<file path="config.mk">
export PLATFORM = sky130hd
export DESIGN_NAME = pgood_pdn_seq
export DESIGN_NICKNAME = d
export VERILOG_FILES = /design/src/rtl/pgs_pkg.sv /design/src/rtl/pgs_pin_sampler.sv /design/src/rtl/pgs_fsel_latch.sv /design/src/rtl/pgs_seq_fsm.sv /design/src/rtl/pgood_pdn_seq.sv
export SDC_FILE = /design/constraint.sdc
export NUM_CORES = 1
export LEC_CHECK = 0
export CELL_PAD_IN_SITES_DETAIL_PLACEMENT = 0
export CELL_PAD_IN_SITES_GLOBAL_PLACEMENT = 1
export CORE_AREA = 2 2 85 87
export CTS_CLUSTER_SIZE = 24
export DETAILED_ROUTE_END_ITERATION = 10
export DIE_AREA = 0 0 87 89
export DONT_BUFFER_PORTS = 1
export PLACE_DENSITY = 0.48
export SYNTH_ARGS = -nofsm -noshare
export SYNTH_HDL_FRONTEND = slang
export SYNTH_SLANG_ARGS = --single-unit
</file>
<file path="constraint.sdc">
create_clock -name clk -period 4.94 [get_ports clk]
set_input_delay 0.247 -clock clk [delete_from_list [all_inputs] [get_ports clk]]
set_output_delay 0.247 -clock clk [all_outputs]
set_load 0.01 [all_outputs]
</file>
<file path="src/rtl/pgs_pkg.sv">
`timescale 1ns/1ps
package pgs_pkg;
    localparam int FSEL_W = 2;

    typedef enum logic [2:0] {
        ST_WAIT_PGOOD   = 3'd0,
        ST_WAIT_LOCK    = 3'd1,
        ST_RUN          = 3'd2,
        ST_HOLD_OUTPUTS = 3'd3,
        ST_POWERED_DOWN = 3'd4
    } pgs_state_t;

    localparam logic [FSEL_W-1:0] FREQ_100 = 2'b10;
    localparam logic [FSEL_W-1:0] FREQ_133 = 2'b00;
    localparam logic [FSEL_W-1:0] FREQ_166 = 2'b01;
    localparam logic [FSEL_W-1:0] FREQ_200 = 2'b11;
endpackage

</file>
<file path="src/rtl/pgs_pin_sampler.sv">
`timescale 1ns/1ps
module pgs_pin_sampler
    import pgs_pkg::*;
(
    input  logic              clk,
    input  logic              rst_n,
    input  logic              ctl_pin,
    input  logic [FSEL_W-1:0] fsel,
    input  logic              test_mode,
    output logic              pin_low,
    output logic              pd_req,
    output logic [FSEL_W-1:0] fsel_q,
    output logic              test_q
);
    logic samp_now;
    logic samp_prev;

    always_ff @(posedge clk or negedge rst_n) begin
        if (!rst_n) begin
            samp_now  <= 1'b1;
            samp_prev <= 1'b1;
            fsel_q    <= '0;
            test_q    <= 1'b0;
        end else begin
            samp_now  <= ctl_pin;
            samp_prev <= samp_now;
            fsel_q    <= fsel;
            test_q    <= test_mode;
        end
    end

    assign pin_low = ~samp_now;
    assign pd_req  = samp_now & samp_prev;
endmodule

</file>
<file path="src/rtl/pgs_fsel_latch.sv">
`timescale 1ns/1ps
module pgs_fsel_latch
    import pgs_pkg::*;
(
    input  logic              clk,
    input  logic              rst_n,
    input  logic              first_load,
    input  logic              test_q,
    input  logic              pin_low,
    input  logic [FSEL_W-1:0] fsel_q,
    output logic [FSEL_W-1:0] code,
    output logic              valid
);
    logic reload;

    assign reload = first_load | (test_q & pin_low);

    always_ff @(posedge clk or negedge rst_n) begin
        if (!rst_n) begin
            code  <= FREQ_133;
            valid <= 1'b0;
        end else begin
            if (reload) begin
                code <= fsel_q;
            end
            if (first_load) begin
                valid <= 1'b1;
            end
        end
    end

    assert_valid_sticky_R2: assert property (@(posedge clk) disable iff (!rst_n)
        valid |=> valid);

    assert_code_frozen_R3: assert property (@(posedge clk) disable iff (!rst_n)
        (valid && !test_q) |=> $stable(code));
endmodule

</file>
<file path="src/rtl/pgs_seq_fsm.sv">
`timescale 1ns/1ps
module pgs_seq_fsm
    import pgs_pkg::*;
#(
    parameter int HOLD_CYC    = 8,
    parameter int LOCK_CYCLES = 360000
) (
    input  logic clk,
    input  logic rst_n,
    input  logic pin_low,
    input  logic pd_req,
    input  logic out_fall,
    input  logic pll_lock,
    output logic first_load,
    output logic osc_en,
    output logic pll_en,
    output logic out_hold,
    output logic lock_err
);
    localparam int CNT_W = $clog2(LOCK_CYCLES + 1);
    localparam logic [CNT_W-1:0] HOLD_LAST = CNT_W'(HOLD_CYC - 1);
    localparam logic [CNT_W-1:0] LOCK_LAST = CNT_W'(LOCK_CYCLES - 1);

    pgs_state_t       state;
    pgs_state_t       state_nxt;
    logic [CNT_W-1:0] dwell;

    // next-state logic
    always_comb begin
        state_nxt = state;
        unique case (state)
            ST_WAIT_PGOOD:   if (pin_low)             state_nxt = ST_WAIT_LOCK;
            ST_WAIT_LOCK:    if (pd_req)              state_nxt = ST_POWERED_DOWN;
                             else if (pll_lock)       state_nxt = ST_RUN;
            ST_RUN:          if (pd_req && out_fall)  state_nxt = ST_HOLD_OUTPUTS;
            ST_HOLD_OUTPUTS: if (dwell == HOLD_LAST)  state_nxt = ST_POWERED_DOWN;
            ST_POWERED_DOWN: if (pin_low)             state_nxt = ST_WAIT_LOCK;
            default:                                  state_nxt = ST_WAIT_PGOOD;
        endcase
    end

    // state register, dwell counter and lock timeout
    always_ff @(posedge clk or negedge rst_n) begin
        if (!rst_n) begin
            state    <= ST_WAIT_PGOOD;
            dwell    <= '0;
            lock_err <= 1'b0;
        end else begin
            state <= state_nxt;
            if (state_nxt != state) begin
                dwell <= '0;
            end else if (dwell != LOCK_LAST) begin
                dwell <= dwell + 1'b1;
            end
            if (state == ST_WAIT_LOCK && !pll_lock && dwell == LOCK_LAST) begin
                lock_err <= 1'b1;
            end
        end
    end

    // Moore outputs
    always_comb begin
        osc_en   = 1'b1;
        pll_en   = 1'b1;
        out_hold = 1'b1;
        unique case (state)
            ST_WAIT_PGOOD:   ;
            ST_WAIT_LOCK:    ;
            ST_RUN:          out_hold = 1'b0;
            ST_HOLD_OUTPUTS: ;
            ST_POWERED_DOWN: begin
                osc_en = 1'b0;
                pll_en = 1'b0;
            end
            default:         ;
        endcase
    end

    assign first_load = (state == ST_WAIT_PGOOD) && pin_low;

    assert_release_after_lock_R5: assert property (@(posedge clk) disable iff (!rst_n)
        $fell(out_hold) |-> $past(pll_lock));

    assert_pll_off_after_hold_R8: assert property (@(posedge clk) disable iff (!rst_n)
        $fell(pll_en) |-> $past(out_hold));

    assert_lock_err_sticky_R10: assert property (@(posedge clk) disable iff (!rst_n)
        lock_err |=> lock_err);

    assert_osc_tracks_pll_R9: assert property (@(posedge clk) disable iff (!rst_n)
        osc_en == pll_en);
endmodule

</file>
<file path="src/rtl/pgood_pdn_seq.sv">
`timescale 1ns/1ps
module pgood_pdn_seq
    import pgs_pkg::*;
#(
    parameter int HOLD_CYC    = 8,
    parameter int LOCK_CYCLES = 360000
) (
    input  logic       clk,
    input  logic       rst_n,
    input  logic       ctl_pin,
    input  logic [1:0] fsel,
    input  logic       test_mode,
    input  logic       pll_lock,
    input  logic       out_fall,
    output logic [1:0] freq_code,
    output logic       code_valid,
    output logic       osc_en,
    output logic       pll_en,
    output logic       out_hold,
    output logic       lock_err
);
    logic              pin_low;
    logic              pd_req;
    logic [FSEL_W-1:0] fsel_q;
    logic              test_q;
    logic              first_load;

    pgs_pin_sampler u_sampler (
        .clk       (clk),
        .rst_n     (rst_n),
        .ctl_pin   (ctl_pin),
        .fsel      (fsel),
        .test_mode (test_mode),
        .pin_low   (pin_low),
        .pd_req    (pd_req),
        .fsel_q    (fsel_q),
        .test_q    (test_q)
    );

    pgs_fsel_latch u_latch (
        .clk        (clk),
        .rst_n      (rst_n),
        .first_load (first_load),
        .test_q     (test_q),
        .pin_low    (pin_low),
        .fsel_q     (fsel_q),
        .code       (freq_code),
        .valid      (code_valid)
    );

    pgs_seq_fsm #(
        .HOLD_CYC    (HOLD_CYC),
        .LOCK_CYCLES (LOCK_CYCLES)
    ) u_fsm (
        .clk        (clk),
        .rst_n      (rst_n),
        .pin_low    (pin_low),
        .pd_req     (pd_req),
        .out_fall   (out_fall),
        .pll_lock   (pll_lock),
        .first_load (first_load),
        .osc_en     (osc_en),
        .pll_en     (pll_en),
        .out_hold   (out_hold),
        .lock_err   (lock_err)
    );
endmodule

</file>
=== Word level (Yosys, flattened, before mapping) ===
Cells that the tools add are included.

* Register bits: 31
* Bits in latches: 0
* Bits in writable memories: 0
* ROM bits: 0
* Input port bits: 8
* Output and inout bits: 7
* Word-level logic and storage cells: 40
* Memories kept: 0

* Add/subtract/negate cells: 1
* $mul: 0
* Divide/modulo/power cells: 0
* $lt $le $gt $ge: 0
* Equal/unequal tests: 8
* Shifts and indexed selects: 0
* Muxes and demuxes: 10
* Bitwise logic cells: 4
* Reductions and logical operators: 8

{| class="wikitable"
|+ Operators with widths
! operator !! number
|-
| $mux W19 || 2
|-
| $add A19 B1 Y19 const B || 1
|-
| $eq A19 B19 Y1 const B || 1
|-
| $eq A19 B3 Y1 const B || 1
|-
| $ne A19 B19 Y1 const B || 1
|-
| $mux W3 || 5
|-
| $pmux W3 S4 || 1
|-
| $eq A3 B2 Y1 const B || 2
|-
| $logic_and A1 B1 Y1 || 4
|-
| $eq A3 B1 Y1 const B || 1
|-
| $eq A3 B3 Y1 const B || 1
|-
| $logic_not A3 Y1 || 1
|-
| $ne A3 B3 Y1 || 1
|-
| $and A1 B1 Y1 || 2
|-
| $mux W1 || 2
|-
| $reduce_bool A2 Y1 || 1
|-
| $reduce_or A2 Y1 || 1
|-
| $logic_not A1 Y1 || 1
|-
| $not A1 Y1 || 1
|-
| $or A1 B1 Y1 || 1
|}

=== Logic depth before layout (Yosys ltp) ===
Gate-level depths: netlist (run 1).

* Depth in word-level cells: 6
* Depth in mapped cells: 7

=== Hierarchy ===
From an unflattened synthesis (run 1), not the netlist that was laid out.

* Cells, all modules: 165
* Area, all modules: 1645.3 um2

{| class="wikitable"
|+ By module, submodules not included
! module !! times used !! cells each !! area an instance (um2) !! sequential area each (um2)
|-
| pgs_seq_fsm || 1 || 151 || 1395.1 || 575.6
|-
| pgs_pin_sampler || 1 || 7 || 137.6 || 127.6
|-
| pgs_fsel_latch || 1 || 7 || 112.6 || 75.1
|}

=== Worst setup path before layout (run 1) ===
No wires, ideal clock.

* Kind: register -> register
* Start point: register u_fsm.dwell[0]
* End point: register u_fsm.dwell[16]
* Setup time: 0.087 ns
* Data arrival time: 1.854 ns
* Required time: 4.853 ns
* Slack: 2.999 ns
* Stages on the path, launching flop included: 7
* Period minus slack after synthesis: 1.941 ns
* Cell sequence: dfrtp_1 ha_1 and3_1 or4b_1 clkbuf_1 or3_1 a22oi_1

* Word-level cells in the longest chain between the ends: 5
* Elaborated cells on any way between the ends: 9

{| class="wikitable"
|+ RTL lines
! item !! line !! source
|-
| start, declared || pgs_seq_fsm.sv:26 || <nowiki>logic [CNT_W-1:0] dwell;</nowiki>
|-
| start signal, assigned || pgs_seq_fsm.sv:53 || <nowiki>dwell <= dwell + 1'b1;</nowiki>
|-
| parallel branches: the longest is 5 deep, another holds $add A19 B1 Y19 || - ||
|}

Several ways; the timed one is not identified. The select of a mux whose other input is x is not followed.
A chain may end at the register's enable or synchronous reset.

=== Worst setup path after layout (run 1) ===
Same ends and word-level chain as after synthesis.

==> results of run 1 <==
per-stage QoR:
stage                     setup WS (ns)  std cells  instance area, um2  power (W)
after detailed placement           2.81        234                1700   0.000541
final                              2.77        248                1870   0.000774
after global placement             2.89        234                1700   0.000537
after CTS                          2.81        248                1870   0.000782
after floorplan                    3.00        166                1660   0.000507
after global routing               2.62        248                1870   0.000826
layer usage:
metal,global-route usage,vias to the layer above,part of all wire
met3,0.0314,7,0.044
met5,0,-,0
met4,0.0355,0,0.013
met2,0.169,27,0.46
li1,-,631,-
met1,0.135,652,0.48
Yosys cell counts (all sizes together) (3+ instances only):
cell type  number  share of area
a211oi          3          0.014
a21oi           6          0.018
a22oi           7          0.032
a31oi           3          0.011
and2            3          0.011
and3            6          0.023
and4            3          0.017
buf             6          0.023
clkbuf          6          0.014
dfrtp          29           0.44
inv             3         0.0068
mux2            3          0.020
nand2           7          0.016
nand2b          4          0.015
nand3           9          0.030
nand4           7          0.030
nor2            3         0.0068
nor3            8          0.024
nor4            3          0.011
o21ai          11          0.033
or3             5          0.019
xnor2           4          0.021
kinds of logic after synthesis:
kind of cell | after synthesis
AND/OR/NAND/NOR | 64
AO/OA/AOI/OAI | 46
flip-flops | 31
buffers and inverters | 15
XOR/XNOR | 6
multiplexers | 3
adder cells (fa/ha/maj) | 1
layout make-up:
class / count / area, um2 / share of cell area
well taps: 80 / 100 / 0.0535
clock buffers: 7 / 96.3 / 0.0515
flip-flops and latches: 31 / 778 / 0.416
multi-input cells: 120 / 808 / 0.432
inverters: 3 / 11.3 / 0.00602
clock inverters: 1 / 7.51 / 0.00401
repair buffers: 6 / 70.1 / 0.0374
registers in the layout, summed over array words and instances, names as in the netlist:
register             flops
u_fsm.dwell             19
u_fsm.lock_err           1
u_fsm.state              3
u_latch.code             2
u_latch.valid            1
u_sampler.fsel_q         2
u_sampler.samp_now       1
u_sampler.samp_prev      1
u_sampler.test_q         1
worst min-delay path by stage:
stage | start | end | slack, ns | cells after the start
global placement | rst_n | u_fsm.state[2]$_DFF_PN0_ | -0.05 | 0
finish | pll_lock | u_fsm.state[1]$_DFF_PN0_ | 0.13 | 2
floorplan | rst_n | u_fsm.dwell[0]$_DFFE_PN0P_ | -0.05 | 0
global route | pll_lock | u_fsm.state[1]$_DFF_PN0_ | 0.13 | 2
CTS | pll_lock | u_fsm.state[1]$_DFF_PN0_ | 0.12 | 2
detailed placement | rst_n | u_fsm.state[2]$_DFF_PN0_ | -0.05 | 0
power breakdown:
part	total (W)	leakage (nW)	switching (W)	internal (W)
clock	0.000226	0.0505	0.0000992	0.000127
sequential	0.000346	0.401	0.0000600	0.000286
combinational	0.000203	0.262	0.000123	0.0000795
total	0.000774	0.714	0.000282	0.000492
worst max-delay path, cell delays in order, from the launching register on:
cell and delay (ns):
dfrtp_1 0.44, ha_1 0.32, and3_1 0.24, or4b_1 0.59
or3_1 0.35, a22oi_1 0.16
timing repair:
item	CTS	global route
buffers inserted	0	0
endpoints found under the hold margin	35	0
hold buffers	6	0
==> impl_results.md, run 1 <==
- Fin nets: 176
- Total GRT Usage: 0.105
- Critical Path Start: u_fsm.dwell[0]$_DFFE_PN0P_
- Vias in the first global route: 1280
- Worst skew pair latency: 0.29 ns
- Status: complete, no violations
- Worst R2R Path Depth: 5
- Worst R2R Start: u_fsm.dwell[0]$_DFFE_PN0P_
- Final setup vio count: 0
- CTS tree: yes
- Synth Flop Type: dfrtp_1
- Post-synth net total: 175
- Fin. Hold Viols: 0
- Die Footprint: 7740 um2
- Max-cap violations: 0
- Syn avg cell area: 9.99 um2
- Buffers added on ports: 0
- Largest net degree at the start of global routing: 32
- Worst setup path endpoint: u_fsm.dwell[16]$_DFFE_PN0P_
- Area delta synth->final: 12.8%
- Pins over their slew limit: 0
- Power per cell area: 414 nW/um2
- Core outline area: 6720 um2
- Adder-Cell Fraction of Synth Area: 0.00754
- Initial Utilization: 0.247
- I/O Pins: 15
- Compound-gate portion of the synthesized area: 0.189
- Final worst-path cycle share: 0.439
- Setup TNS Final: 0 ns
- RSZ-0062 raised after global routing: no
- Largest family of logic cells by synthesized area: simple AND/OR/NAND/NOR gates
- Most common cell after layout, fill and taps aside: dfrtp_1
- Synth async-reset ratio: 1.00
- Worst Setup End Kind: register
- CP Class: reg2reg
- Commonest non-fill, non-tap cells in the layout: dfrtp_1 (29), o21ai_0 (11), nor3_1 (8), nand3_1 (8)
- Final Wtd Congestion: 0.801
- Leak Pwr: 0.714 nW
- Post-synthesis xor/xnor area fraction: 0.0317
- HPWL Detailed: 2600 um
- Post-CTS Resized: 0
- Worst-margin pin slew: 0.721 ns
- Worst vdd ir: 0.000126 V
- Fin Hold WS: 0.134 ns
- GRT Residual Overflow: 0
- CTS buffer count: 5
- EDFF count, synth: 0
- Die width: 87 um
- Root Driver: clkbuf_8
- Num Clock Sinks: 31
- Routed vias: 1317
- Synth cell types: 48
- #FFs+latches synth: 31
- Die height: 89 um
- Critical Path Fanout Max: 7
- Longest Clk Path Bufs: 2
- Ant. Diodes: 0
- R2r setup slk: 2.77 ns
- Clk pin slew, worst setup/hold paths: 0.07 ns
- YS warnings: 0
- Fin util: 0.279
- Crit path required time: 5.14 ns
- Mux share of post-synthesis cell area: 0.0204
- Clock skew: 0.00946 ns
- Via-to-Cell Ratio: 5.31
- TritonRoute pass-1 iters: 4
- Initial antenna violation count: 0
- H-tree Lvls: 2
- Syn Inst Count: 166
- Number of routed nets with antenna violations: 0
- First-pass GRT wire length: 6390 um
- Critical Path Start Type: register
- Hold Crit Class: in2reg
- Crit path time final: 2.17 ns
- Share of layout cells above drive strength 1: 0.125
- Post-Synth Simple-Gate Area: 0.238
- CP arrival: 2.37 ns
- Register area share after synthesis: 0.469
- Per-cell routed wire length: 15.4 um
- Mapped cell area: 1660 um2
- Reg2reg end: u_fsm.dwell[16]$_DFFE_PN0P_
- Max Fclk: 0.461 GHz
- Fill cells: 694
- Initial DRC count: 83
- Row Count: 30
- Residual DRC count: 0
- Drt total wl: 3820 um
- Slew HR: 0.519
No activity file was read; power rests on OpenSTA's default activity.
==> inputs of run 2 (changes only) <==
--- a/config.mk
+++ b/config.mk
@@ -5,14 +5,15 @@
 export SDC_FILE = /design/constraint.sdc
 export NUM_CORES = 1
 export LEC_CHECK = 0
+export ABC_AREA = 1
 export CELL_PAD_IN_SITES_DETAIL_PLACEMENT = 0
 export CELL_PAD_IN_SITES_GLOBAL_PLACEMENT = 1
-export CORE_AREA = 2 2 85 87
+export CORE_AREA = 2 2 84 86
 export CTS_CLUSTER_SIZE = 24
 export DETAILED_ROUTE_END_ITERATION = 10
-export DIE_AREA = 0 0 87 89
+export DIE_AREA = 0 0 86 88
 export DONT_BUFFER_PORTS = 1
-export PLACE_DENSITY = 0.48
+export PLACE_DENSITY = 0.5
 export SYNTH_ARGS = -nofsm -noshare
 export SYNTH_HDL_FRONTEND = slang
 export SYNTH_SLANG_ARGS = --single-unit
==> constraint.sdc (replaced) <==
create_clock -name clk -period 2.05 [get_ports clk]
set_input_delay 0.1025 -clock clk [delete_from_list [all_inputs] [get_ports clk]]
set_output_delay 0.1025 -clock clk [all_outputs]
set_load 0.01 [all_outputs]
==> run 2 against run 1 <==
  * Power rose to 2.5 times the previous value
  * Fmax rose by 23%
  * Core utilization rose by 1.1 points
  * Worst hold slack got worse by 0.093 ns
==> impl_results.md, run 2 <==
- Share of layout cells above drive strength 1: 0.123
- Status: complete, no violations
- Worst R2R Path Depth: 12
- CP max stage delay: 0.42 ns
- Critical Path Most Common Cell: nand2_1
- Total power: 0.00197 W
- Fin. Hold Viols: 0
- Cell count after placement: 284
- Total GRT Usage: 0.109
- Largest net degree at the start of global routing: 32
- CTS buffer count: 5
- Final Wtd Congestion: 0.722
- Vias in the first global route: 1321
- Max-cap violations: 0
- GRT Residual Overflow: 0
- Leak Pwr: 0.828 nW
- Longest Clk Path Bufs: 2
- Power per cell area: 1020 nW/um2
- Die height: 88 um
- Top flop regs: u_fsm.dwell (19), u_fsm.state (3)
- Post-CTS Setup Bufs: 0
- Clock skew: 0.00563 ns
- Pins over their slew limit: 0
- RSZ-0062 raised after global routing: no
- Die Footprint: 7570 um2
- Synth async-reset ratio: 1.00
- Register area share after synthesis: 0.478
- Per-cell routed wire length: 12.8 um
- Synth area leaders: dfrtp_1 (45%), nand2_1 (10%), nor2_1 (10%)
- Root Driver: clkbuf_8
- Hold Crit Start: pll_lock
- Initial antenna violation count: 0
- Mapped cell area: 1630 um2
- Max reg flops: 19
- Initial DRC count: 57
- Hold Crit Class: in2reg
- WP buf/inv: 1
- Top Family by Delay on Critical Path: simple AND/OR/NAND/NOR gates
- Worst-margin pin slew: 0.432 ns
- #FFs+latches synth: 31
- Fin nets: 228
- Final setup vio count: 0
- Buffers added on ports: 0
- Number of routed nets with antenna violations: 0
- Via-to-Cell Ratio: 4.46
- Post-route insts no fill: 300
- Syn Inst Count: 206
- Synth cell types: 22
- EDFF count, synth: 0
- R2r setup slk: 0.29 ns
- Critical Path Start: u_fsm.dwell[0]$_DFFE_PN0P_
- Slew HR: 0.710
- Worst setup path endpoint: u_fsm.dwell[14]$_DFFE_PN0P_
- Met3 Track Usage GR: 0.0245
- Die width: 86 um
- Ant. Diodes: 0
- Top cell type's share of synthesized area: 0.445
- Area delta synth->final: 18.2%
- Stages on the worst setup path: 12
- Crit path time final: 1.76 ns
- Setup TNS Final: 0 ns
- First-pass GRT wire length: 6370 um
- Post-synth top cells: nand2_1 (45), nor2_1 (45), dfrtp_1 (29)
- Worst skew pair latency: 0.29 ns
- Core outline area: 6640 um2
- Worst R2R Start: u_fsm.dwell[0]$_DFFE_PN0P_
- Worst vdd ir: 0.000271 V
- Routed vias: 1339
- Fill cells: 712
- Crit path required time: 2.22 ns
- Drt total wl: 3840 um
- Max Fclk: 0.568 GHz
- Clk pin slew, worst setup/hold paths: 0.07 ns
- Worst Setup End Kind: register
- Post-synth net total: 215
- Critical Path Fanout Max: 9
- Top reg by flops: u_fsm.dwell
- Fin area: 1930 um2
- Residual DRC count: 0
- Initial Utilization: 0.245
- H-tree Lvls: 2
- TritonRoute pass-1 iters: 4
- CP Class: reg2reg
- CP arrival: 1.93 ns
- Crit path cell chain: ha_1 > nand2_1 > inv_2 > nand3_1 > nor2_2 > nand2_1 > nand2_2 > nand2_1 > nand2_1 > nand2_2 > nand2_4 > nor2_1
- Final worst-path cycle share: 0.859
- Syn avg cell area: 7.91 um2
- Leading area contributor after synthesis: dfrtp_1
- Critical Path Start Type: register
- Num Clock Sinks: 31
- YS warnings: 0
- HPWL Detailed: 2600 um
- Synth Flop Type: dfrtp_1
- Top Usage Layer GRT: met2
- Critical-path top delay cell: dfrtp_1
- Row Count: 30
- Commonest non-fill, non-tap cells in the layout: nor2_1 (44), nand2_1 (44), dfrtp_1 (29), inv_1 (25), nand3_1 (14)
- Post-DP Area: 1710 um2
- CTS tree: yes
- Reg2reg end: u_fsm.dwell[14]$_DFFE_PN0P_
- I/O Pins: 15
- Met1 GRT Util: 0.137
- Grt met2 use: 0.179
-- run 2: changes by cell type after synthesis, moves of 6 or more --
cell,delta
a22oi_1,-7
clkbuf_1,-6
inv_1,+22
nand2_1,+38
nand3_1,+6
nor2_1,+42
o21ai_0,-6
xor2_1,+11
-- run 2: area by class of cell --
cell class / instances / area (um2) / area share
repair buffers: 6 / 70.1 / 0.0364
clock inverters: 2 / 35.0 / 0.0182
flip-flops and latches: 31 / 778 / 0.404
multi-input cells: 149 / 762 / 0.396
inverters: 26 / 97.6 / 0.0507
well taps: 80 / 100 / 0.0520
clock buffers: 6 / 82.6 / 0.0429
-- run 2: power by group --
part	internal [W]	leakage, nW	switching [W]
combinational	0.000171	0.362	0.000425
sequential	0.000674	0.405	0.0000640
clock	0.000393	0.0612	0.000245
total	0.00124	0.828	0.000734
-- run 2: worst reg2reg max path, delay by kind of cell, from the launching register on --
family / cells / cell delay (ns)
AND/OR/NAND/NOR: 10 / 0.98
flip-flops: 1 / 0.42
adder cells (fa/ha/maj): 1 / 0.18
buffers and inverters: 1 / 0.08
-- run 2: per-stage QoR --
stage          utilization  setup slack [ns]  hold WS (ns)
6_report             0.290             0.290        0.0407
5_1_grt              0.290            0.0296        0.0965
4_1_cts              0.286             0.197        0.0484
3_5_place_dp         0.257             0.218        -0.192
3_3_place_gp         0.257             0.219        -0.192
2_1_floorplan            -             0.467        -0.193
-- run 2: what timing repair did --
item / 4_1_cts / 5_1_grt
resized for setup: 0 / 4
setup endpoints to repair: 0 / 19
hold endpoints to repair: 35 / 0
hold buffers: 6 / 0
-- run 2: cells by family (layout without fill, tap and decap cells) --
group                    Yosys count  count (layout)  synth area share
buffers and inverters             28              40            0.0714
AO/OA/AOI/OAI                      8               8            0.0276
multiplexers                       2               2            0.0138
AND/OR/NAND/NOR                  123             125             0.332
flip-flops                        31              31             0.478
XOR/XNOR                          13              13            0.0699
adder cells (fa/ha/maj)            1               1           0.00768
-- run 2: per-layer routing --
layer  vias up  wire (um)
met5         -          0
met3         6        112
met1       642       1870
li1        672          -
met4         0         76
met2        19       1780
-- run 2: worst min-delay path by stage --
stage | end | slack, ns | cells past startpoint
after floorplan | u_fsm.dwell[0]$_DFFE_PN0P_ | -0.19 | 0
after global placement | u_fsm.dwell[8]$_DFFE_PN0P_ | -0.19 | 0
after detailed placement | u_fsm.dwell[8]$_DFFE_PN0P_ | -0.19 | 0
after CTS | u_fsm.lock_err$_DFFE_PN0P_ | 0.05 | 3
after global routing | u_fsm.lock_err$_DFFE_PN0P_ | 0.1 | 3
final | u_fsm.lock_err$_DFFE_PN0P_ | 0.04 | 3
